===== config.mk =====
export PLATFORM = sky130hd
export DESIGN_NAME = pcit_target
export DESIGN_NICKNAME = d
export VERILOG_FILES = /design/src/rtl/pcit_pkg.sv /design/src/rtl/pcit_decode.sv /design/src/rtl/pcit_parity.sv /design/src/rtl/pcit_target.sv
export SDC_FILE = /design/constraint.sdc
export NUM_CORES = 1
export LEC_CHECK = 0
export BUFFER_PORTS_ARGS = -buffer_cell sky130_fd_sc_hd__buf_4
export CAP_MARGIN = 25
export CORE_UTILIZATION = 52
export DETAILED_ROUTE_END_ITERATION = 7
export GPL_TIMING_DRIVEN = 0
export HOLD_SLACK_MARGIN = 0.1
export PLACE_DENSITY = 0.92
export SLEW_MARGIN = 20
export SYNTH_ARGS = -nofsm -noshare
export SYNTH_HDL_FRONTEND = slang
export SYNTH_SLANG_ARGS = --single-unit

===== constraint.sdc =====
create_clock -name clk -period 4.4 [get_ports clk]
set_clock_uncertainty 0.1 [all_clocks]
set_input_delay 0 -clock clk [delete_from_list [all_inputs] [get_ports clk]]
set_output_delay 0 -clock clk [all_outputs]
set_load 0.05 [all_outputs]

===== src/rtl/pcit_pkg.sv =====
package pcit_pkg;

    localparam logic [3:0] CMD_MEM_READ  = 4'b0110;
    localparam logic [3:0] CMD_MEM_WRITE = 4'b0111;

    typedef enum logic [2:0] {
        ST_IDLE,
        ST_RD_TURN,
        ST_RD_DATA,
        ST_WR_DATA,
        ST_TAIL
    } pcit_state_e;

    function automatic logic even_parity(input logic [31:0] d, input logic [3:0] c);
        return ^{d, c};
    endfunction

endpackage


===== src/rtl/pcit_decode.sv =====
module pcit_decode
    import pcit_pkg::*;
(
    input  logic [31:0] ad,
    input  logic [3:0]  cbe_n,
    input  logic [31:0] base,
    input  logic [4:0]  size_log2,
    output logic        hit_rd,
    output logic        hit_wr
);

    logic [31:0] low_mask;
    logic        in_window;

    always_comb begin
        low_mask  = (32'd1 << size_log2) - 32'd1;
        in_window = ((ad ^ base) & ~low_mask) == 32'd0;
        hit_rd    = in_window && (cbe_n == CMD_MEM_READ);
        hit_wr    = in_window && (cbe_n == CMD_MEM_WRITE);
    end

endmodule


===== src/rtl/pcit_parity.sv =====
module pcit_parity
    import pcit_pkg::*;
(
    input  logic        clk,
    input  logic        rst_n,
    input  logic        ad_oe,
    input  logic [31:0] ad,
    input  logic [3:0]  cbe_n,
    output logic        par,
    output logic        par_oe
);

    typedef struct packed {
        logic par;
        logic oe;
    } par_regs_t;

    par_regs_t p_d, p_q;

    always_comb begin
        p_d.par = even_parity(ad, cbe_n);
        p_d.oe  = ad_oe;
    end

    always_ff @(posedge clk or negedge rst_n) begin
        if (!rst_n) p_q <= '0;
        else        p_q <= p_d;
    end

    assign par    = p_q.par;
    assign par_oe = p_q.oe;

endmodule


===== src/rtl/pcit_target.sv =====
module pcit_target
    import pcit_pkg::*;
#(
    parameter int MEM_AW = 6
) (
    input  logic              clk,
    input  logic              rst_n,
    input  logic [31:0]       cfg_base,
    input  logic [4:0]        cfg_size_log2,
    input  logic              frame_n,
    input  logic              irdy_n,
    input  logic [31:0]       ad_in,
    input  logic [3:0]        cbe_n,
    output logic [31:0]       ad_out,
    output logic              ad_oe,
    output logic              par_out,
    output logic              par_oe,
    output logic              devsel_n,
    output logic              trdy_n,
    output logic              ctl_oe,
    output logic [1:0]        devsel_speed,
    output logic [MEM_AW-1:0] mem_addr,
    output logic              mem_re,
    input  logic [31:0]       mem_rdata,
    output logic [3:0]        mem_we,
    output logic [31:0]       mem_wdata
);

    localparam int WORD_LSB = 2;
    localparam int LANES    = 4;
    localparam logic [MEM_AW-1:0] STEP1 = MEM_AW'(1);
    localparam logic [MEM_AW-1:0] STEP2 = MEM_AW'(2);

    typedef struct packed {
        pcit_state_e       st;
        logic [MEM_AW-1:0] cur;
        logic [31:0]       ad;
        logic              ad_oe;
        logic              devsel_n;
        logic              trdy_n;
        logic              ctl_oe;
        logic              bus_idle;
    } tgt_regs_t;

    tgt_regs_t r_d, r_q;

    logic              hit_rd, hit_wr;
    logic              addr_phase, xfer, last_xfer;
    logic [MEM_AW-1:0] start_word;

    pcit_decode u_decode (
        .ad        (ad_in),
        .cbe_n     (cbe_n),
        .base      (cfg_base),
        .size_log2 (cfg_size_log2),
        .hit_rd    (hit_rd),
        .hit_wr    (hit_wr)
    );

    assign start_word = ad_in[MEM_AW+WORD_LSB-1:WORD_LSB];
    assign addr_phase = (r_q.st == ST_IDLE) && r_q.bus_idle && !frame_n;
    assign xfer       = !irdy_n && !r_q.trdy_n;
    assign last_xfer  = xfer && frame_n;

    always_comb begin
        r_d          = r_q;
        r_d.bus_idle = frame_n && irdy_n;
        mem_addr     = r_q.cur;
        mem_re       = 1'b0;
        mem_we       = '0;
        mem_wdata    = ad_in;

        case (r_q.st)
            ST_IDLE: begin
                if (addr_phase && (hit_rd || hit_wr)) begin
                    r_d.devsel_n = 1'b0;
                    r_d.ctl_oe   = 1'b1;
                    r_d.cur      = start_word;
                    if (hit_rd) begin
                        r_d.st   = ST_RD_TURN;
                        mem_addr = start_word;
                        mem_re   = 1'b1;
                    end else begin
                        r_d.st     = ST_WR_DATA;
                        r_d.trdy_n = 1'b0;
                    end
                end
            end
            ST_RD_TURN: begin
                r_d.ad     = mem_rdata;
                r_d.ad_oe  = 1'b1;
                r_d.trdy_n = 1'b0;
                r_d.st     = ST_RD_DATA;
                mem_addr   = r_q.cur + STEP1;
                mem_re     = 1'b1;
            end
            ST_RD_DATA: begin
                mem_re   = 1'b1;
                mem_addr = r_q.cur + STEP1;
                if (xfer) begin
                    r_d.cur  = r_q.cur + STEP1;
                    r_d.ad   = mem_rdata;
                    mem_addr = r_q.cur + STEP2;
                    if (last_xfer) begin
                        r_d.st       = ST_TAIL;
                        r_d.ad_oe    = 1'b0;
                        r_d.trdy_n   = 1'b1;
                        r_d.devsel_n = 1'b1;
                        mem_re       = 1'b0;
                    end
                end
            end
            ST_WR_DATA: begin
                if (xfer) begin
                    for (int k = 0; k < LANES; k++) begin
                        mem_we[k] = !cbe_n[k];
                    end
                    r_d.cur = r_q.cur + STEP1;
                    if (last_xfer) begin
                        r_d.st       = ST_TAIL;
                        r_d.trdy_n   = 1'b1;
                        r_d.devsel_n = 1'b1;
                    end
                end
            end
            ST_TAIL: begin
                r_d.ctl_oe = 1'b0;
                r_d.st     = ST_IDLE;
            end
            default: r_d.st = ST_IDLE;
        endcase
    end

    always_ff @(posedge clk or negedge rst_n) begin
        if (!rst_n) begin
            r_q          <= '0;
            r_q.st       <= ST_IDLE;
            r_q.devsel_n <= 1'b1;
            r_q.trdy_n   <= 1'b1;
            r_q.bus_idle <= 1'b1;
        end else begin
            r_q <= r_d;
        end
    end

    pcit_parity u_parity (
        .clk    (clk),
        .rst_n  (rst_n),
        .ad_oe  (r_q.ad_oe),
        .ad     (r_q.ad),
        .cbe_n  (cbe_n),
        .par    (par_out),
        .par_oe (par_oe)
    );

    assign ad_out       = r_q.ad;
    assign ad_oe        = r_q.ad_oe;
    assign devsel_n     = r_q.devsel_n;
    assign trdy_n       = r_q.trdy_n;
    assign ctl_oe       = r_q.ctl_oe;
    assign devsel_speed = 2'b00;

    AST_DEVSEL_FAST: assert property (@(posedge clk) disable iff (!rst_n)
        (addr_phase && (hit_rd || hit_wr)) |=> (!devsel_n && ctl_oe));
    AST_MISS_SILENT: assert property (@(posedge clk) disable iff (!rst_n)
        (addr_phase && !hit_rd && !hit_wr) |=> (devsel_n && !ctl_oe));
    AST_WE_ON_XFER: assert property (@(posedge clk) disable iff (!rst_n)
        (|mem_we) |-> (!irdy_n && !trdy_n && !devsel_n));
    AST_EMPTY_BE: assert property (@(posedge clk) disable iff (!rst_n)
        (cbe_n == 4'hF) |-> (mem_we == 4'h0));
    AST_RD_HOLD: assert property (@(posedge clk) disable iff (!rst_n)
        (ad_oe && !trdy_n && irdy_n) |=> $stable(ad_out));
    AST_ADDR_QUIET: assert property (@(posedge clk) disable iff (!rst_n)
        (r_q.bus_idle && !frame_n) |-> (!ctl_oe && !ad_oe));
    AST_PAR_LAG: assert property (@(posedge clk) disable iff (!rst_n)
        $fell(ad_oe) |-> par_oe);
    AST_TAIL_DRIVE: assert property (@(posedge clk) disable iff (!rst_n)
        $rose(devsel_n) |-> (ctl_oe && trdy_n));
    AST_TAIL_RELEASE: assert property (@(posedge clk) disable iff (!rst_n)
        $rose(devsel_n) |=> !ctl_oe);

endmodule


==> flow_metrics.env, run 1 <==
export IMPL_grt_start_max_net_pins=49
export IMPL_portBuffers=187
export IMPL_synth_enable_flop_cells=0
export IMPL_num_vias=4686
export IMPL_fin_crit_sh=0.882
export IMPL_cts_htree_levels=2
export IMPL_die_h_microns=92.1
export IMPL_dieArea_sq_um=8490
export IMPL_netlist_area_sq_um=4220
export IMPL_met3_length_mm=1.53
export IMPL_numCtsBuffers=5
export IMPL_synth_seq_cells=48
export IMPL_grt_pass1_wl_mm=23.8
export IMPL_end_kind="primary output"
export IMPL_start_kind="input pin"
export IMPL_ios=192
export IMPL_drtPass1Iterations=5
export IMPL_synth_flop_cell="dfrtp_1"
export IMPL_dp_hpwl_mm=9.79
export IMPL_wl_met2_mm=7.66
export IMPL_place_inst=761
export IMPL_tightest_slew_ns=0.756
export IMPL_drc=0
export IMPL_synth_cell_types=71
export IMPL_setup_worst_path_start="cfg_size_log2[3]"
export IMPL_drive_above_1_share=0.447
export IMPL_slew_headroom=0.483
export IMPL_fin_nets=823
export IMPL_period_minus_slack_ns=3.88
export IMPL_first_iter_violations=276
export IMPL_ir_drop_uv=680
export IMPL_routed_wirelength_mm=15.2
export IMPL_crit_required_ns=4.30
export IMPL_leakage_nw=2.88
export IMPL_filler_cell_count=464
export IMPL_tns_ns=0
export IMPL_final_cell_mix="buf_4, xnor2_1, dfrtp_1"
export IMPL_synth_largest_area_cell="dfrtp_1"
export IMPL_synth_top_area_share=0.267
export IMPL_cts_sinks=48
export IMPL_start_util=0.541
export IMPL_insertedDiodeCount=0
export IMPL_root_buffer="clkbuf_8"
export IMPL_num_rows=32
export IMPL_rsz0062_at_grt="no"
export IMPL_p_per_area_nw_per_um2=677
export IMPL_setup_viol=0
export IMPL_syn_avg_cell_area_sq_um=8.97
export IMPL_grt_pass1_vias=4678
export IMPL_total_power_w=0.00424
export IMPL_yosysWarnings=0
export IMPL_maxCapViolations=0
export IMPL_clock_latency_ns=0.32
export IMPL_fmax_mhz=258
export IMPL_final_antenna_net_count=0
export IMPL_fin_util=0.802
export IMPL_hold_path_class="in2async"
export IMPL_vias_per_cell=5.78
export IMPL_cts_clk_slew_worst_paths_ns=0.10
export IMPL_grt_overflow=0
export IMPL_final_cells=811
export IMPL_wl_met1_mm=5.22
export IMPL_synth_area_leaders="dfrtp_1, buf_4, xnor2_1, mux2_2, xor2_1"
export IMPL_r2r_start="r_q[45]$_DFFE_PN0P_"
export IMPL_status="finished, final reports clean"
export IMPL_coreArea_sq_um=7810
export IMPL_hold_viol_final=0
export IMPL_grtUsageTotal=0.359
export IMPL_wl_per_cell_microns=18.8
export IMPL_synth_cells=471
export IMPL_place_congestion=0.934
export IMPL_yosysSeqAreaShare=0.285
export IMPL_syn2layout_area_growth_pct=48.3
export IMPL_crit_arrival_ns=3.78
export IMPL_maxSlewViolCount=0
export IMPL_antenna_found_initial=0
export IMPL_final_common_cell="buf_4"
export IMPL_ctsLongestPathBuffers=2
export IMPL_cts_tree="built"
export IMPL_die_x_microns=92.1
export IMPL_crit_type="in2out"
export IMPL_worstPathMaxFanout=10
export IMPL_ys_async_sr_fraction=1.00
export IMPL_holdWs_ns=0.140
export IMPL_dr_max_layer_used="met4"
-- routing by layer --
layer / vias to the layer above / global-route usage
li1: 2084 / -
met5: - / 0
met4: 0 / 0.180
met1: 2160 / 0.403
met2: 354 / 0.646
met3: 88 / 0.0697
-- power by group --
group          internal (W)  switching (W)
Sequential         0.000654       0.000223
Clock              0.000114       0.000168
Combinational       0.00133        0.00175
Total               0.00210        0.00214
-- worst max-delay path, cell delays in order --
cell      delay, ns
buf_4          0.15
or3_4          0.41
or3_1          0.33
ha_1           0.20
buf_2          0.18
nor3b_1        0.49
a32o_1         0.21
o32ai_1        0.08
a2111o_1       0.45
nor4_2         0.41
buf_2          0.30
nor3_1         0.08
a211oi_1       0.24
buf_4          0.25
-- state kept, by name, summed over array words and instances, names as in the netlist --
name             cells
u_parity.par_oe      1
u_parity.par         1
ad_out              32
r_q                 10
ctl_oe               1
trdy_n               1
devsel_n             1
ad_oe                1
-- worst paths after layout --
kind,slack (ns),cells after the start,to
max in group asynchronous,3.65,2,r_q[38]$_DFFE_PN0P_
worst min-delay path,0.14,2,ad_out[23]$_DFFE_PN0P_
min in group clk,0.21,3,mem_we[3]
worst max register to register,1.13,8,r_q[38]$_DFFE_PN0P_
worst max-delay path,0.52,14,mem_addr[2]
worst min register to register,0.40,0,u_parity.par_oe$_DFF_PN0_
-- synthesized netlist by cell type, drive strengths merged (5+ instances only) --
cell,n
a21oi,13
a31oi,5
buf,81
clkbuf,16
dfrtp,45
ha,6
inv,7
mux2,33
nand2,28
nand3,12
nor2,23
nor3,14
nor4,7
o211ai,6
o21a,6
o21ai,15
o22ai,8
xnor2,48
xor2,21
-- layout make-up --
type	instances	area [sq um]	share of cell area
clock inverters	1	8.76	0.00140
repair buffers	229	1820	0.291
multi-input cells	320	2360	0.377
flip-flops and latches	48	1200	0.192
well taps	102	128	0.0204
inverters	7	26.3	0.00419
clock buffers	7	76.3	0.0122
plain buffers	97	633	0.101
-- what timing repair did --
item | in CTS | in global routing
hold buffers | 42 | 0
hold endpoints to repair | 92 | 0
gates resized for setup | 0 | 0
buffers inserted | 0 | 0
endpoints found under the setup margin | 0 | 0
-- cell families after synthesis --
logic type | share of synthesized area
muxes | 0.0913
adders and majority gates | 0.0178
buffers and inverters | 0.156
other | 0.000888
xor gates and xnor gates | 0.143
and+or+nand+nor | 0.145
AOI/OAI and AO/OA | 0.160
DFF | 0.285
-- metrics by stage --
step,setup WS [ns],cell area (sq um)
after floorplan,0.429,4230
after global placement,0.599,5760
after detailed placement,0.616,5760
after CTS,0.617,6260
after global routing,0.385,6260
final,0.518,6260
(Power assumes the default switching activity.)
==> run 2: changes to the inputs <==
--- a/config.mk
+++ b/config.mk
@@ -5,9 +5,10 @@
 export SDC_FILE = /design/constraint.sdc
 export NUM_CORES = 1
 export LEC_CHECK = 0
+export ABC_AREA = 1
 export BUFFER_PORTS_ARGS = -buffer_cell sky130_fd_sc_hd__buf_4
 export CAP_MARGIN = 25
-export CORE_UTILIZATION = 52
+export CORE_UTILIZATION = 54
 export DETAILED_ROUTE_END_ITERATION = 7
 export GPL_TIMING_DRIVEN = 0
 export HOLD_SLACK_MARGIN = 0.1
==> flow_metrics.env, run 2 <==
export IMPL_drc=16
export IMPL_r2r_end="r_q[38]$_DFFE_PN0P_"
export IMPL_period_minus_slack_ns=2.94
export IMPL_numCtsBuffers=5
export IMPL_final_cell_mix="buf_4, nand2_1, nand3_1"
export IMPL_fin_nets=1029
export IMPL_tightest_slew_ns=0.687
export IMPL_seqPwrFrac=0.187
export IMPL_ir_drop_uv=535
export IMPL_synth_seq_cells=48
export IMPL_synth_compound_area_frac=0.0624
export IMPL_grt_overflow=0
export IMPL_vias_per_cell=5.49
export IMPL_synth_area_leaders="dfrtp_1, buf_4, nand2_1, nand3_1, mux2_2"
export IMPL_synth_cells=679
export IMPL_drive_above_1_share=0.401
export IMPL_worstPathMaxFanout=9
export IMPL_wl_per_cell_microns=16.7
export IMPL_insertedDiodeCount=0
export IMPL_violations="DRC"
export IMPL_coreArea_sq_um=8810
export IMPL_yosysSeqAreaShare=0.242
export IMPL_cts_clk_slew_worst_paths_ns=0.11
export IMPL_grt_pass1_vias=5537
export IMPL_ctsLongestPathBuffers=2
export IMPL_syn_avg_cell_area_sq_um=7.32
export IMPL_fin_crit_sh=0.668
export IMPL_synth_xor_area_frac=0.115
export IMPL_path_common_cell="nand3_1"
export IMPL_cts_resized=0
export IMPL_netSwitchingFraction=0.537
export IMPL_start_kind="register"
export IMPL_dp_hpwl_mm=11.7
export IMPL_final_common_cell="buf_4"
export IMPL_synth_cell_types=41
export IMPL_root_buffer="clkbuf_8"
export IMPL_synth_top_family_by_area="simple AND/OR/NAND/NOR gates"
export IMPL_die_x_microns=97.9
export IMPL_post_cts_setup_buffer_count=0
export IMPL_slew_headroom=0.540
export IMPL_antenna_found_initial=0
export IMPL_crit_required_ns=4.30
export IMPL_start_util=0.565
export IMPL_grtUsageTotal=0.357
export IMPL_routed_wirelength_mm=17.0
export IMPL_setup_worst_path_start="r_q[45]$_DFFE_PN0P_"
export IMPL_final_antenna_net_count=0
export IMPL_place_congestion=0.949
export IMPL_first_iter_violations=433
export IMPL_path_cells="nor2_1 > inv_1 > nor2_2 > nand3_1 > a21oi_2 > nand2_4 > nand2_1 > nand3_1 > nand3_1 > buf_4"
export IMPL_fmax_mhz=340
export IMPL_clkPwrFrac=0.062
export IMPL_crit_end="mem_addr[0]"
export IMPL_hold_path_class="in2async"
export IMPL_synth_enable_flop_cells=0
export IMPL_p_sw_w=0.00256
export IMPL_p_comb_frac=0.750
export IMPL_portBuffers=185
export IMPL_cts_sinks=48
export IMPL_cts_tree="built"
export IMPL_largest_reg_flops=32
export IMPL_clock_latency_ns=0.32
export IMPL_total_power_w=0.00476
export IMPL_slowest_stage="a21oi_2"
export IMPL_status="finished, violations left"
export IMPL_r2r_start="r_q[45]$_DFFE_PN0P_"
export IMPL_ios=192
export IMPL_reg2reg_slack_ns=1.56
export IMPL_hold_viol_final=0
export IMPL_yosysWarnings=0
export IMPL_cts_htree_levels=2
export IMPL_synthAdderAreaFrac=0.0151
export IMPL_synth_top_area_share=0.227
export IMPL_worst_slack_ns=1.46
export IMPL_cts_hold_buffers_added=42
export IMPL_die_h_microns=97.9
export IMPL_synth_flop_cell="dfrtp_1"
export IMPL_grt_pass1_wl_mm=26.9
export IMPL_tns_ns=0
export IMPL_synth_common_cells="nand2_1, nand3_1, nor2_1, buf_4, inv_1"
export IMPL_synth_largest_area_cell="dfrtp_1"
export IMPL_synthMuxAreaShare=0.0725
export IMPL_rsz0062_at_grt="no"
export IMPL_num_vias=5617
export IMPL_ys_async_sr_fraction=1.00
export IMPL_leakage_nw=3.68
export IMPL_r2r_cells=11
export IMPL_synthSimpleGateAreaFrac=0.326
export IMPL_crit_arrival_ns=2.84
export IMPL_slowest_delay_ns=0.49
export IMPL_maxCapViolations=0
export IMPL_end_kind="primary output"
export IMPL_syn2layout_area_growth_pct=41.1
export IMPL_drtPass1Iterations=8
export IMPL_setup_viol=0
export IMPL_dpl_worst_slack_ns=1.59
export IMPL_holdWs_ns=0.174
export IMPL_maxSlewViolCount=0
export IMPL_grt_start_max_net_pins=49
export IMPL_yosysMostFrequentCell="nand2_1"
export IMPL_p_per_area_nw_per_um2=678
export IMPL_netlist_area_sq_um=4970
export IMPL_internal_power_w=0.00220
export IMPL_num_rows=34
export IMPL_dieArea_sq_um=9590
export IMPL_crit_type="reg2out"
## run 2: cell count changes in the layout (fill, tap and decap cells not counted), moves of 9 or more
| cell | change |
|---|---|
| nand3_1 | +65 |
| nand2_2 | +15 |
| nor2_1 | +51 |
| nand2_1 | +95 |
| xnor2_1 | -17 |
| xor2_1 | +13 |
| nor2_2 | +9 |
| clkbuf_1 | -15 |
| inv_1 | +45 |
| nor3_1 | -9 |
## run 2: cell type report
type	instances	area (sq um)
fillers	577	1790
clock inverters	1	7.51
inverters	62	235
repair buffers	227	1810
flip-flops and latches	48	1200
plain buffers	78	589
well taps	108	135
multi-input cells	492	2950
clock buffers	7	86.3
## run 2: layer usage
metal / GRT usage / share of wire / wire length (microns) / up-vias
li1: - / - / - / 2594
met1: 0.383 / 0.35 / 5920 / 2513
met2: 0.637 / 0.50 / 8440 / 400
met3: 0.0909 / 0.097 / 1660 / 110
met4: 0.199 / 0.060 / 1020 / 0
met5: 0 / 0 / 0 / -
## run 2: power by group through the flow
stage / Combinational [W] / Clock (W) / Sequential (W)
6_report: 0.00357 / 0.000296 / 0.000892
3_3_place_gp: 0.00326 / 0 / 0.000851
4_1_cts: 0.00340 / 0.000278 / 0.000864
5_1_grt: 0.00376 / 0.000318 / 0.000914
3_5_place_dp: 0.00335 / 0 / 0.000874
2_1_floorplan: 0.00253 / 0 / 0.000877
## run 2: stage by stage
stage / util / instance area [sq um] / instances
2_1_floorplan: - / 4970 / 680
4_1_cts: 0.796 / 7010 / 1023
3_3_place_gp: 0.738 / 6500 / 973
5_1_grt: 0.796 / 7010 / 1023
3_5_place_dp: 0.738 / 6500 / 973
6_report: 0.796 / 7010 / 1023
## run 2: critical path, delay by kind of cell (launching register included)
family                 cells  cell delay [ns]
flip-flops                 1             0.42
buffers and inverters      2             0.30
AO/OA/AOI/OAI              1             0.49
AND/OR/NAND/NOR            7             1.33
## run 2: worst min-delay path by stage
stage	startpoint	slack, ns	endpoint	cells after the start
final	rst_n	0.17	ad_out[5]$_DFFE_PN0P_	2
after global routing	rst_n	0.21	u_parity.par$_DFF_PN0_	2
after CTS	rst_n	0.18	ad_out[6]$_DFFE_PN0P_	2
after detailed placement	rst_n	-0.05	ad_out[6]$_DFFE_PN0P_	1
after global placement	rst_n	-0.06	ad_out[6]$_DFFE_PN0P_	1
after floorplan	rst_n	-0.40	ad_oe$_DFFE_PN0P_	0
## run 2: cell families (layout without fill, tap and decap cells)
family / count (synthesis) / after routing
flops: 48 / 48
xor+xnor: 65 / 65
compound gates: 50 / 50
mux: 32 / 32
other cells: 1 / 2
buf+inv: 140 / 375
simple gates: 337 / 337
fa+ha+maj: 6 / 6
==> run 3: changes to the inputs <==
--- a/config.mk
+++ b/config.mk
@@ -8,11 +8,11 @@
 export ABC_AREA = 1
 export BUFFER_PORTS_ARGS = -buffer_cell sky130_fd_sc_hd__buf_4
 export CAP_MARGIN = 25
-export CORE_UTILIZATION = 54
+export CORE_UTILIZATION = 46
 export DETAILED_ROUTE_END_ITERATION = 7
 export GPL_TIMING_DRIVEN = 0
 export HOLD_SLACK_MARGIN = 0.1
-export PLACE_DENSITY = 0.92
+export PLACE_DENSITY = 0.84
 export SLEW_MARGIN = 20
 export SYNTH_ARGS = -nofsm -noshare
 export SYNTH_HDL_FRONTEND = slang
==> constraint.sdc (replaced) <==
create_clock -name clk -period 2.52 [get_ports clk]
set_clock_uncertainty 0.1 [all_clocks]
set_input_delay 0 -clock clk [delete_from_list [all_inputs] [get_ports clk]]
set_output_delay 0 -clock clk [all_outputs]
set_load 0.05 [all_outputs]
==> flow_metrics.env, run 3 (same netlist as run 2, synthesis figures left out) <==
export IMPL_rsz0062_at_grt="yes"
export IMPL_seq_area_sq_um=1200
export IMPL_maxSlewViolCount=0
export IMPL_grt_overflow=0
export IMPL_largest_reg_flops=32
export IMPL_routed_wirelength_mm=16.2
export IMPL_drtPass1Iterations=5
export IMPL_grt_pass1_wl_mm=25.3
export IMPL_start_kind="input pin"
export IMPL_hold_viol_final=0
export IMPL_ctsLongestPathBuffers=2
export IMPL_fin_crit_sh=0.990
export IMPL_dieArea_sq_um=11200
export IMPL_drc=0
export IMPL_numCtsBuffers=5
export IMPL_p_per_area_nw_per_um2=1140
export IMPL_num_rows=37
export IMPL_final_antenna_net_count=0
export IMPL_cp_buffers_inverters=5
export IMPL_final_cells=1063
export IMPL_ir_drop_uv=1110
export IMPL_crit_required_ns=2.42
export IMPL_period_minus_slack_ns=2.49
export IMPL_cts_sinks=48
export IMPL_cts_clk_slew_worst_paths_ns=0.10
export IMPL_netSwitchingFraction=0.508
export IMPL_die_h_microns=106
export IMPL_clkPwrFrac=0.081
export IMPL_worstPathMaxFanout=9
export IMPL_tightest_slew_ns=0.614
export IMPL_grt_pass1_vias=5261
export IMPL_portBuffers=185
export IMPL_leakage_nw=3.85
export IMPL_syn2layout_area_growth_pct=49.4
export IMPL_insertedDiodeCount=0
export IMPL_clock_latency_ns=0.32
export IMPL_cts_htree_levels=2
export IMPL_p_comb_frac=0.737
export IMPL_fmax_mhz=401
export IMPL_num_vias=5426
export IMPL_end_kind="primary output"
export IMPL_seqPwrFrac=0.182
export IMPL_dp_hpwl_mm=11.2
export IMPL_status="finished, final reports clean"
export IMPL_slew_headroom=0.591
export IMPL_die_x_microns=106
export IMPL_crit_arrival_ns=2.39
export IMPL_coreArea_sq_um=10400
export IMPL_wl_per_cell_microns=15.3
export IMPL_root_buffer="clkbuf_8"
export IMPL_first_iter_violations=342
export IMPL_place_inst=1001
export IMPL_ios=192
export IMPL_maxCapViolations=0
export IMPL_p_sw_w=0.00429
export IMPL_filler_cell_count=782
export IMPL_antenna_found_initial=0
export IMPL_place_congestion=0.944
export IMPL_slowest_delay_ns=0.48
export IMPL_hold_path_class="in2async"
export IMPL_setup_viol=0
export IMPL_fin_nets=1041
export IMPL_fin_util=0.713
export IMPL_start_util=0.477
export IMPL_grt_start_max_net_pins=49
export IMPL_slowest_stage="o21ai_0"
export IMPL_grtUsageTotal=0.285
export IMPL_final_common_cell="buf_4"
export IMPL_drive_above_1_share=0.437
export IMPL_path_cells="buf_12 > inv_8 > buf_8 > buf_4 > nand3_2 > nand2_1 > o21ai_0 > nand4_1 > nor2_2 > nand3_2 > nor2_4 > nand2_4 > nand2_1 > nand3_1 > nand3_1 > buf_6"
export IMPL_crit_type="in2out"
export IMPL_cts_tree="built"
export IMPL_internal_power_w=0.00416
export IMPL_cpLargestDelayFamily="simple AND/OR/NAND/NOR gates"
export IMPL_final_cell_mix="buf_4, nand2_1, nand3_1"
export IMPL_vias_per_cell=5.10
export IMPL_multiInputGateArea_sq_um=3090
==> run 3: stage by stage <==
step,instance area (sq um),power (W),setup slack (ns),hold WS (ns),setup TNS [ns]
after floorplan,4980,0.00595,0.109,-0.396,0
after global placement,6540,0.00720,-0.194,-0.0530,-1.64
after detailed placement,6540,0.00733,-0.209,-0.0524,-2.39
after CTS,7210,0.00821,0.00284,0.151,0
after global routing,7420,0.00890,-0.165,0.195,-1.03
final,7420,0.00845,0.0264,0.154,0
==> run 3: final cells by class <==
type                    instances  area share
well taps                     136      0.0229
repair buffers                239       0.265
multi-input cells             492       0.416
inverters                      62      0.0344
clock inverters                 3     0.00927
clock buffers                   5     0.00927
plain buffers                  78      0.0811
flip-flops and latches         48       0.162
==> run 3: metal layers <==
layer  up-vias  global-route usage  routed length, microns
met1      2465               0.334                    6190
met3        51              0.0435                    1220
met2       291               0.521                    8200
met5         -                   0                       0
li1       2619                   -                       -
met4         0               0.112                     607
==> run 3: what timing repair did <==
| action | 4_1_cts | 5_1_grt |
|---|---|---|
| gates resized for setup | 20 | 40 |
| endpoints found under the setup margin | 43 | 44 |
| pin swaps | 8 | 22 |
| endpoints found under the hold margin | 91 | 0 |
| hold buffers | 42 | 0 |
| buffers inserted | 5 | 8 |
==> run 3: final timing paths <==
path                                           from                         to  slack, ns  depth (start not counted)
worst max register to register  r_q[45]$_DFFE_PN0P_        r_q[37]$_DFFE_PN0P_       0.19                         11
worst min register to register    ad_oe$_DFFE_PN0P_  u_parity.par_oe$_DFF_PN0_       0.31                          0
min in group clk                           cbe_n[3]                  mem_we[3]       0.21                          3
worst max-delay path               cfg_size_log2[2]                mem_addr[4]       0.03                         16
worst min-delay path                          rst_n     ad_out[27]$_DFFE_PN0P_       0.15                          2
max in group asynchronous                     rst_n        r_q[39]$_DFFE_PN0P_       1.74                          2
==> run 3: power by group through the flow <==
stage	logic, W	registers, W	clock network (W)
6_report	0.00622	0.00154	0.000683
5_1_grt	0.00659	0.00158	0.000717
3_3_place_gp	0.00571	0.00149	0
2_1_floorplan	0.00442	0.00153	0
4_1_cts	0.00602	0.00151	0.000676
3_5_place_dp	0.00581	0.00152	0
